[config.mk]
export PLATFORM = sky130hd
export DESIGN_NAME = t1_rx_timing
export DESIGN_NICKNAME = d
export VERILOG_FILES = /design/src/rtl/t1_rx_timing.sv
export SDC_FILE = /design/constraint.sdc
export NUM_CORES = 1
export LEC_CHECK = 0
export BUFFER_PORTS_ARGS = -buffer_cell sky130_fd_sc_hd__buf_4
export CORE_MARGIN = 8
export CORE_UTILIZATION = 30
export CTS_CLUSTER_DIAMETER = 150
export CTS_CLUSTER_SIZE = 28
export DETAILED_ROUTE_END_ITERATION = 8
export PLACE_DENSITY_LB_ADDON = 0.08
export SYNTH_ARGS = -nofsm -noshare
export SYNTH_HDL_FRONTEND = slang
export SYNTH_SLANG_ARGS = --single-unit
[constraint.sdc]
create_clock -name clk -period 2.2 [get_ports clk]
set_clock_uncertainty 0.15 [all_clocks]
set_input_delay 0.11 -clock clk [delete_from_list [all_inputs] [get_ports clk]]
set_output_delay 0.11 -clock clk [all_outputs]
set_load 0.02 [all_outputs]
[src/rtl/t1_rx_timing.sv]
module t1_rx_timing #(
  parameter int NCH        = 24,
  parameter int CHBITS     = 8,
  parameter int SF_FRAMES  = 12,
  parameter int ESF_FRAMES = 24
) (
  input  logic           clk,
  input  logic           rst_n,
  input  logic           frame_start,
  input  logic           esf_mode,
  input  logic           sync_mf,
  input  logic           sync_wide,
  input  logic           zb_mode,
  input  logic [NCH-1:0] blk_mask,
  output logic           chan_clk,
  output logic           chan_blk,
  output logic           sync_out,
  output logic           link_clk,
  output logic           link_upd
);
  localparam int FBITS = 1 + NCH * CHBITS;
  localparam int BIT_W = $clog2(FBITS);
  localparam int FRM_W = $clog2(ESF_FRAMES);
  localparam int CH_W  = $clog2(CHBITS);
  localparam int IDX_W = $clog2(NCH);
  localparam int SIG_A = SF_FRAMES / 2 - 1;
  localparam int SIG_B = SF_FRAMES - 1;

  logic [BIT_W-1:0] bit_q, cur_bit, bm1;
  logic [FRM_W-1:0] frm_q, cur_frm, mf_last;
  logic             aln_q, live;
  logic [IDX_W-1:0] ch_idx;
  logic [1:0]       m4;
  logic             sig_frm, is_lsb, blk_n, sync_n, lclk_n, lupd_n;

  assign cur_bit = frame_start ? '0 : bit_q;
  assign cur_frm = frame_start ? '0 : frm_q;
  assign live    = aln_q | frame_start;
  assign mf_last = esf_mode ? FRM_W'(ESF_FRAMES - 1) : FRM_W'(SF_FRAMES - 1);

  always_ff @(posedge clk) begin
    if (!rst_n) begin
      bit_q <= '0;
      frm_q <= '0;
      aln_q <= 1'b0;
    end else if (frame_start) begin
      bit_q <= BIT_W'(1);
      frm_q <= '0;
      aln_q <= 1'b1;
    end else if (aln_q) begin
      if (bit_q == BIT_W'(FBITS - 1)) begin
        bit_q <= '0;
        frm_q <= (frm_q >= mf_last) ? '0 : frm_q + 1'b1;
      end else begin
        bit_q <= bit_q + 1'b1;
      end
    end
  end

  assign bm1     = cur_bit - 1'b1;
  assign ch_idx  = IDX_W'(bm1 >> CH_W);
  assign is_lsb  = (cur_bit != '0) && (cur_bit[CH_W-1:0] == '0);
  assign blk_n   = (cur_bit != '0) && blk_mask[ch_idx];
  assign sig_frm = ((32'(cur_frm) % SF_FRAMES) == SIG_A) ||
                   ((32'(cur_frm) % SF_FRAMES) == SIG_B);
  assign sync_n  = sync_mf ? (cur_bit == '0 && cur_frm == '0)
                           : (cur_bit == '0) ||
                             (sync_wide && sig_frm && cur_bit == BIT_W'(1));
  assign m4      = cur_frm[1:0];
  assign lclk_n  = zb_mode ? (m4 == 2'd3 || m4 == 2'd0) : cur_frm[0];
  assign lupd_n  = (cur_bit == BIT_W'(FBITS - 1)) &&
                   (zb_mode ? (m4 == 2'd2) : !cur_frm[0]);

  always_ff @(posedge clk) begin
    if (!rst_n) begin
      chan_clk <= 1'b0;
      chan_blk <= 1'b0;
      sync_out <= 1'b0;
      link_clk <= 1'b0;
      link_upd <= 1'b0;
    end else begin
      chan_clk <= live & is_lsb;
      chan_blk <= live & blk_n;
      sync_out <= live & sync_n;
      link_clk <= live & lclk_n;
      link_upd <= live & lupd_n;
    end
  end
endmodule


==> reports/qor.yml, run 1 <==
worst_pin_slew_ps: 560
worstReg2RegStart: "bit_q[3]$_SDFFE_PP0P_"
multi_input_area_um2: 1200
rsz0062_at_grt: "yes"
maxCapViolations: 0
grt.overflow.total: 0
grtUsageTotal: 0.116
clockBufferDepth: 2
syn_inst: 197
grt_pass1_vias: 1594
synth_cell_type_count: 57
drc: 0
antenna_found_initial: 0
crit_type: "register to register"
die_h_um: 88.6
fmaxAchievable_mhz: 459
synth_area_um2: 1580
power_density_nw_per_um2: 360
routed_wl_mm: 4.50
first_pass_iters: 4
holdWs_ps: 39.9
crit_end: "chan_blk$_SDFF_PN0_"
core_um2: 5110
setup_viol: 0
slew_violations: 0
gp_congestion: 0.754
grt_pass1_wl_mm: 7.27
dp.cells: 318
syn_to_final_growth_pct: 42.4
r2r_setup_slack_ps: 20
drive_above_1_share: 0.369
final_antenna_net_count: 0
seqCellArea_um2: 389
syn_nets: 240
synth_top_area_frac: 0.241
drtIter0Drc: 51
critPathMaxStageDelay_ps: 590
path_cells: "or4_4 -> nor3b_4 -> nor2_1 -> o32a_1 -> nor4bb_1 -> nor4b_2"
vias: 1602
viasPerCell: 4.93
initial_core_util: 0.310
synth_flop_cell: "dfxtp_1"
place_hpwl_mm: 3.62
p_total_mw: 0.810
r2r-end: "chan_blk$_SDFF_PN0_"
portBuffers: 35
synth_edf_count: 0
maxSlewHeadroom: 0.626
period_needed_ps: 2180
clockRootBuffer: "clkbuf_8"
required_ps: 2220
yosys-top-cells-area: "dfxtp_1 (24%), ha_1 (9.5%), mux2i_1 (6.3%)"
critPathMaxFanout: 5
grt_max_degree: 15
hp-class: "primary input to register"
synth_top_area_cell: "dfxtp_1"
cts_tree: "built"
ff2ff_path_depth: 6
hold_viol_final: 0
synth.ff_latch_count: 19
diodes: 0
slowest_stage: "or4_4"
insertion_delay_ps: 260
rows: 26
syn_avg_cell_area_um2: 8.03
async_reset_ff_frac: 0
nNetsFinal: 299
crit_path_end_kind: "register"
die_area_um2: 7850
yosysSeqAreaShare: 0.241
yosysWarnings: 0
post-route-period-util: 0.991
arrival_ps: 2200
cts_buffers: 3
detail_route.wl_per_cell_um: 13.9
crit_start: "bit_q[3]$_SDFFE_PP0P_"
stdcell_count: 325
ir_worst_vdd_v: 0.000279
nFillCells: 544
startpoint_type: "register"
status: "finished clean"
cellLeakagePower_nw: 1.04
ios: 36
die_w_um: 88.6
clk_pin_slew_worst_paths_ps: 80
clkSinkCount: 19
htreeDepth: 1
[worst max-delay path: cells and delay by family, from the launching register on]
family | cells | cell delay [ps]
AND/OR/NAND/NOR | 5 | 1280
flip-flops | 1 | 360
AO/OA/AOI/OAI | 1 | 300
[synthesized netlist by cell type, types with 5 or more instances]
| master | number |
|---|---|
| a31oi_1 | 6 |
| buf_2 | 5 |
| dfxtp_1 | 19 |
| ha_1 | 12 |
| inv_1 | 9 |
| mux2i_1 | 10 |
| nand2_1 | 17 |
| nand3_1 | 5 |
| nand4_1 | 8 |
| nor2_1 | 23 |
| o21ai_0 | 9 |
| xor2_1 | 9 |
[state kept, by name, indices dropped and copies added (netlist names)]
| signal | flops |
|---|---|
| link_clk | 1 |
| bit_q | 8 |
| chan_clk | 1 |
| aln_q | 1 |
| frm_q | 5 |
| chan_blk | 1 |
| link_upd | 1 |
| sync_out | 1 |
[report_power, final]
group	internal (mW)	switching (mW)
clock network	0.129	0.120
logic	0.113	0.0904
registers	0.350	0.00875
[worst min path at each step]
| stage | startpoint | endpoint | slack (ps) | cells past startpoint |
|---|---|---|---|---|
| 2_1_floorplan | rst_n | bit_q[0]$_SDFFE_PN0P_ | 80 | 1 |
| 3_3_place_gp | rst_n | bit_q[0]$_SDFFE_PN0P_ | 210 | 2 |
| 3_5_place_dp | rst_n | bit_q[0]$_SDFFE_PN0P_ | 210 | 2 |
| 4_1_cts | sync_mf | sync_out$_SDFF_PN0_ | 40 | 4 |
| 5_1_grt | sync_mf | sync_out$_SDFF_PN0_ | 100 | 4 |
| 6_report | sync_mf | sync_out$_SDFF_PN0_ | 40 | 4 |
[cell usage in the layout, fill, tap and decap left out, drive strengths merged, types with 2 or more instances in the layout]
cell / n
o21ai: 9
ha: 12
nor2b: 4
xnor2: 3
inv: 9
dfxtp: 19
dlygate4sd3: 2
xor2: 9
nand3: 5
a21o: 3
mux2i: 10
a21oi: 3
clkbuf: 4
nand4: 8
and3: 4
nor3b: 3
nor2: 23
buf: 63
a31oi: 6
nor3: 4
nand3b: 2
nor4b: 2
nor4: 3
mux2: 2
nand2: 17
[area by class of cell]
| type | instances | share of cell area |
|---|---|---|
| timing repair buffer | 65 | 0.219 |
| clock buffer | 4 | 0.0200 |
| sequential | 19 | 0.173 |
| multi-input combinational | 157 | 0.532 |
| tap | 70 | 0.0389 |
| inverter | 10 | 0.0172 |
[stage by stage]
stage	area [um^2]	setup TNS (ps)	util	worst slack, ps
floorplan	1590	0	-	6.44
global placement	2080	-50.8	0.408	-50.8
CTS	2160	0	0.423	8.46
global route	2250	-116	0.441	-85.4
finish	2250	0	0.441	20.6
detailed placement	2080	-43.6	0.408	-43.6
[logic make-up (layout without fill, tap and decap cells)]
| family | after synthesis | after routing | synth area share |
|---|---|---|---|
| multiplexers | 12 | 12 | 0.0775 |
| AO/OA/AOI/OAI | 39 | 39 | 0.172 |
| XOR/XNOR | 12 | 12 | 0.0665 |
| flip-flops | 19 | 19 | 0.241 |
| buffers and inverters | 21 | 79 | 0.0609 |
| AND/OR/NAND/NOR | 82 | 82 | 0.288 |
| adder cells (fa/ha/maj) | 12 | 12 | 0.0949 |
[metal layers]
metal	track usage	share of wire
met1	0.145	0.47
met2	0.200	0.51
met3	0.0251	0.022
met4	0.0184	0.0042
met5	0	0
[timing repair]
item	4_1_cts	5_1_grt
hold buffers	2	0
setup buffers	1	0
endpoints found under the hold margin	2	0
resized for setup	4	19
pin swaps	3	13
setup endpoints to repair	2	2
Power figures use the tool's default switching activity.
==> inputs of run 2 (changes only) <==
--- a/config.mk
+++ b/config.mk
@@ -5,6 +5,7 @@
 export SDC_FILE = /design/constraint.sdc
 export NUM_CORES = 1
 export LEC_CHECK = 0
+export ABC_CLOCK_PERIOD_IN_PS = 2200
 export BUFFER_PORTS_ARGS = -buffer_cell sky130_fd_sc_hd__buf_4
 export CORE_MARGIN = 8
 export CORE_UTILIZATION = 30
==> constraint.sdc (replaced) <==
create_clock -name clk -period 2.2 [get_ports clk]
set_clock_uncertainty 0.15 [all_clocks]
set_input_delay 0.22 -clock clk [delete_from_list [all_inputs] [get_ports clk]]
set_output_delay 0.22 -clock clk [all_outputs]
set_load 0.02 [all_outputs]
==> reports/qor.yml, run 2 (same netlist as run 1, synthesis figures left out) <==
die_area_um2: 7850  # unchanged
diodes: 0  # unchanged
ios: 36  # unchanged
vias: 1627  # +1.6%
final_cell_mix: "buf_4 (71), nor2_1 (22), dfxtp_1 (16)"
maxCapViolations: 0  # unchanged
antenna_found_initial: 0  # unchanged
worst_pin_slew_ps: 596  # +35.8 ps
detail_route.wl_per_cell_um: 13.8  # -0.63%
ir_worst_vdd_v: 0.000216  # -23%
htreeDepth: 1  # unchanged
postLayoutCellArea_um2: 2290  # +1.9%
largest_reg_flops: 8  # unchanged
clockBufferDepth: 2  # unchanged
syn_to_final_growth_pct: 45.1
r2r_setup_slack_ps: -6  # -30 ps
fin_setup_tns_ps: -5.79  # -5.79 ps
clockRootBuffer: "clkbuf_8"
cts_hold_buf: 0  # -2
busiest_layer: "met2"
gr-usage-met3: 0.0251  # unchanged
cts_tree: "built"
holdWs_ps: 72.7  # +32.7 ps
worstReg2RegStart: "bit_q[1]$_SDFFE_PP0P_"
crit_type: "register to register"
grt_pass1_vias: 1683  # +5.6%
final_common_cell: "buf_4"
rows: 26  # unchanged
ff2ff_path_depth: 7  # +1
viasPerCell: 4.90  # -0.58%
power_density_nw_per_um2: 360  # about the same
drtIter0Drc: 63  # +24%
die_h_um: 88.6  # unchanged
maxSlewHeadroom: 0.598  # -0.0276
clkSinkCount: 19  # unchanged
p_total_mw: 0.826  # +1.9%
pre_cts_ws_ps: -64.5  # -20.9 ps
grt_pass1_wl_mm: 7.62  # +4.7%
drive_above_1_share: 0.382  # +0.0131
initial_core_util: 0.310  # unchanged
place_area_um2: 2140  # +2.9%
required_ps: 2210  # about the same
critPathMaxStageDelay_ps: 580  # about the same
top_regs: "bit_q x8, frm_q x5"
place_hpwl_mm: 3.77  # +4.3%
path_cells: "buf_6 -> or4_4 -> nor3b_4 -> o21ai_1 -> or3b_2 -> nand4_1 -> nor4b_2"
post-route-period-util: 1.00  # +0.0120
die_w_um: 88.6  # unchanged
arrival_ps: 2210  # about the same
crit_path_end_kind: "register"
grtUsageTotal: 0.123  # +0.00762
fmaxAchievable_mhz: 453  # -1.2%
final_antenna_net_count: 0  # unchanged
status: "complete, but fails checks"
core_um2: 5110  # unchanged
rsz0062_at_grt: "yes"
cts_buffers: 3  # unchanged
clk_pin_slew_worst_paths_ps: 80  # about the same
first_pass_iters: 4  # unchanged
slew_violations: 0  # unchanged
period_needed_ps: 2210  # +26.4 ps
violations: "setup timing"
whs_endpoint: "bit_q[0]$_SDFFE_PN0P_"
stdcell_count: 332  # +2.2%
setup_slack_ps: -5.79  # -26.4 ps
drc: 0  # unchanged
post-route-util: 0.449  # +0.00833
grt.met1_usage: 0.148  # +0.00305
r2r-end: "chan_blk$_SDFF_PN0_"
gp_congestion: 0.799  # +6.0%
hp-class: "primary input to register"
insertion_delay_ps: 260  # about the same
critPathMaxFanout: 5  # unchanged
grt_max_degree: 14  # -1
routed_wl_mm: 4.57  # +1.5%
min_delay_path_depth: 2  # -2
grt_use_met2: 0.216  # +0.0163
nNetsFinal: 306  # +2.3%
setup_viol: 1  # +1
hold_viol_final: 0  # unchanged
slowest_stage: "or4_4"
hp-start: "rst_n"
startpoint_type: "register"
cellLeakagePower_nw: 1.10  # +5.2%
portBuffers: 35  # unchanged
grt.overflow.total: 0  # unchanged
top_register: "bit_q"
dp.cells: 325  # +2.2%
[run 2: what timing repair did]
item	4_1_cts	5_1_grt
buffers inserted	0	3
pin swaps	0	12
setup endpoints to repair	2	2
resized for setup	2	17
[run 2: worst max-delay path, delay by kind of cell, from the launching register on]
kind / cells / cell delay (ps)
compound gates: 1 / 100
simple gates: 5 / 1430
buf+inv: 1 / 110
flops: 1 / 330
[run 2: routing by layer]
metal	share of wire	up-vias
met5	0	-
met4	0.011	0
met3	0.023	6
met2	0.52	15
met1	0.44	759
li1	-	847
[run 2: report_power, final]
part	internal (mW)	leakage, nW	switching (mW)
Sequential	0.351	0.156	0.00771
Combinational	0.118	0.914	0.0944
Clock	0.126	0.0255	0.129
Total	0.595	1.10	0.231
[run 2: worst max-delay path by stage]
stage | start | endpoint | slack, ps
after detailed placement | frame_start | sync_out$_SDFF_PN0_ | -60
after global routing | bit_q[1]$_SDFFE_PP0P_ | chan_blk$_SDFF_PN0_ | -110
after global placement | frame_start | sync_out$_SDFF_PN0_ | -60
after CTS | bit_q[1]$_SDFFE_PP0P_ | chan_blk$_SDFF_PN0_ | -4
final | bit_q[1]$_SDFFE_PP0P_ | chan_blk$_SDFF_PN0_ | -6
after floorplan | frame_start | sync_out$_SDFF_PN0_ | -0.6
[run 2: final cells by class]
type                       count  area (um^2)
clock buffer                   3         41.3
sequential                    19          384
multi-input combinational    157         1190
inverter                      10         42.5
timing repair buffer          72          544
clock inverter                 1         5.00
fill                         530         2810
tap                           70         87.6
==> inputs of run 3 (changes only) <==
--- a/config.mk
+++ b/config.mk
@@ -5,7 +5,7 @@
 export SDC_FILE = /design/constraint.sdc
 export NUM_CORES = 1
 export LEC_CHECK = 0
-export ABC_CLOCK_PERIOD_IN_PS = 2200
+export ABC_CLOCK_PERIOD_IN_PS = 2600
 export BUFFER_PORTS_ARGS = -buffer_cell sky130_fd_sc_hd__buf_4
 export CORE_MARGIN = 8
 export CORE_UTILIZATION = 30
==> constraint.sdc (replaced) <==
create_clock -name clk -period 2.6 [get_ports clk]
set_clock_uncertainty 0.15 [all_clocks]
set_input_delay 0.26 -clock clk [delete_from_list [all_inputs] [get_ports clk]]
set_output_delay 0.26 -clock clk [all_outputs]
set_load 0.02 [all_outputs]
==> reports/qor.yml, run 3 (same netlist as run 1, synthesis figures left out) <==
status: "finished clean"
viasPerCell: 4.96  # +1.2%
hold_viol_final: 0  # unchanged
power_density_nw_per_um2: 329  # -8.6%
cts_resized: 0  # -2
worstReg2RegStart: "frm_q[1]$_SDFFE_PP0P_"
drc: 0  # unchanged
ff2ff_path_depth: 10  # +3
place_hpwl_mm: 3.60  # -4.7%
initial_core_util: 0.310  # unchanged
drive_above_1_share: 0.259  # -0.122
grt_max_degree: 15  # +1
grt.overflow.total: 0  # unchanged
post-route-util: 0.396  # -0.0532
maxUsedRoutingLayer: "met4"
clockBufferDepth: 2  # unchanged
setup_viol: 0  # -1
vias: 1533  # -5.8%
cellLeakagePower_nw: 0.930  # -15%
nNetsFinal: 283  # -7.5%
critPathMaxFanout: 5  # unchanged
whs_endpoint: "bit_q[0]$_SDFFE_PN0P_"
min_delay_path_depth: 2  # unchanged
cts_buffers: 3  # unchanged
grt_pass1_wl_mm: 6.83  # -10%
clk_pin_slew_worst_paths_ps: 80  # about the same
met2RoutedLength_mm: 2.21  # -7.1%
cts_hold_buf: 0  # unchanged
slew_violations: 0  # unchanged
ios: 36  # unchanged
period_needed_ps: 2400  # +196 ps
maxSlewHeadroom: 0.567  # -0.0313
post-route-period-util: 0.924  # -0.0789
top_register: "bit_q"
crit_type: "register to register"
maxCapViolations: 0  # unchanged
required_ps: 2640  # +430 ps
ir_worst_vdd_v: 0.000220  # +1.9%
r2r-end: "sync_out$_SDFF_PN0_"
portBuffers: 35  # unchanged
die_w_um: 88.6  # unchanged
fmaxAchievable_mhz: 416  # -8.2%
wl_met3_um: 125  # +18%
routed_wl_mm: 4.34  # -5.0%
worst_pin_slew_ps: 643  # +46.5 ps
cts_tree: "built"
final_common_cell: "buf_4"
rsz0062_at_grt: "no"
slowest_stage: "dfxtp_1"
insertion_delay_ps: 250  # about the same
drtIter0Drc: 59  # -6.3%
antenna_found_initial: 0  # unchanged
core_um2: 5110  # unchanged
gp_congestion: 0.772  # -3.4%
die_h_um: 88.6  # unchanged
drt-met1-wl_mm: 1.96  # -3.4%
critPathMaxStageDelay_ps: 410  # -170 ps
rows: 26  # unchanged
syn_to_final_growth_pct: 27.9
post_cts_buffers: 0  # unchanged
final_cell_mix: "buf_4 (49), nor2_1 (23), dfxtp_1 (19)"
path_cells: "nand2_1 -> ha_1 -> nor2b_1 -> a211o_1 -> nand2_1 -> ha_1 -> nand3b_1 -> a31oi_1 -> o221ai_1 -> a21oi_1"
fin_setup_tns_ps: 0  # +5.79 ps
crit_path_end_kind: "register"
top_regs: "bit_q x8, frm_q x5"
diodes: 0  # unchanged
grt_pass1_vias: 1490  # -11%
grtUsageTotal: 0.111  # -0.0122
final_antenna_net_count: 0  # unchanged
nFillCells: 543  # +2.5%
startpoint_type: "register"
htreeDepth: 1  # unchanged
clkSinkCount: 19  # unchanged
clockRootBuffer: "clkbuf_8"
detail_route.wl_per_cell_um: 14.0  # +2.0%
arrival_ps: 2440  # +230 ps
r2r_setup_slack_ps: 200  # +200 ps
first_pass_iters: 4  # unchanged
die_area_um2: 7850  # unchanged
hp-class: "primary input to register"
hp-start: "rst_n"
largest_reg_flops: 8  # unchanged
## run 3: changes by cell type in the layout (fill, tap and decap cells not counted), moves of 3 or more
cell / delta
dfxtp_2: -3
nand2_1: +3
dfxtp_1: +3
buf_4: -22
## run 3: layout make-up
class	instances	area, um^2	area share
Inverter	10	37.5	0.0186
Tap cell	70	87.6	0.0433
Timing Repair Buffer	49	368	0.182
Sequential cell	19	380	0.188
Multi-Input combinational cell	157	1100	0.546
Clock buffer	4	45.0	0.0223
## run 3: stage by stage
stage / setup slack [ps] / total power, mW / cells / cell area (um^2) / hold WS (ps)
2_1_floorplan: 234 / 0.392 / 197 / 1580 / 232
3_3_place_gp: 233 / 0.462 / 305 / 1980 / 380
3_5_place_dp: 172 / 0.460 / 305 / 1980 / 368
4_1_cts: 207 / 0.676 / 309 / 2020 / 107
5_1_grt: 32.9 / 0.702 / 309 / 2020 / 99.4
6_report: 198 / 0.665 / 309 / 2020 / 111
## run 3: per-layer routing
metal  up-vias  track usage
met3         4       0.0279
met4         0       0.0323
met2        18        0.199
met1       712        0.126
li1        799            -
met5         -            0
## run 3: where the power goes
part | switching, mW | internal [mW]
combinational | 0.0707 | 0.0788
clock | 0.104 | 0.109
sequential | 0.00658 | 0.297
total | 0.181 | 0.484
## run 3: worst max-delay path by stage
stage / startpoint / endpoint / cells past startpoint
finish: frm_q[1]$_SDFFE_PP0P_ / sync_out$_SDFF_PN0_ / 10
global route: frm_q[1]$_SDFFE_PP0P_ / sync_out$_SDFF_PN0_ / 10
CTS: frm_q[1]$_SDFFE_PP0P_ / sync_out$_SDFF_PN0_ / 10
detailed placement: frame_start / sync_out$_SDFF_PN0_ / 12
global placement: frame_start / sync_out$_SDFF_PN0_ / 12
floorplan: frame_start / sync_out$_SDFF_PN0_ / 12
## run 3: worst max-delay path: cells and delay by family, from the launching register on
kind | cells | cell delay, ps
simple gates | 4 | 540
compound gates | 4 | 780
flops | 1 | 410
fa+ha+maj | 2 | 450
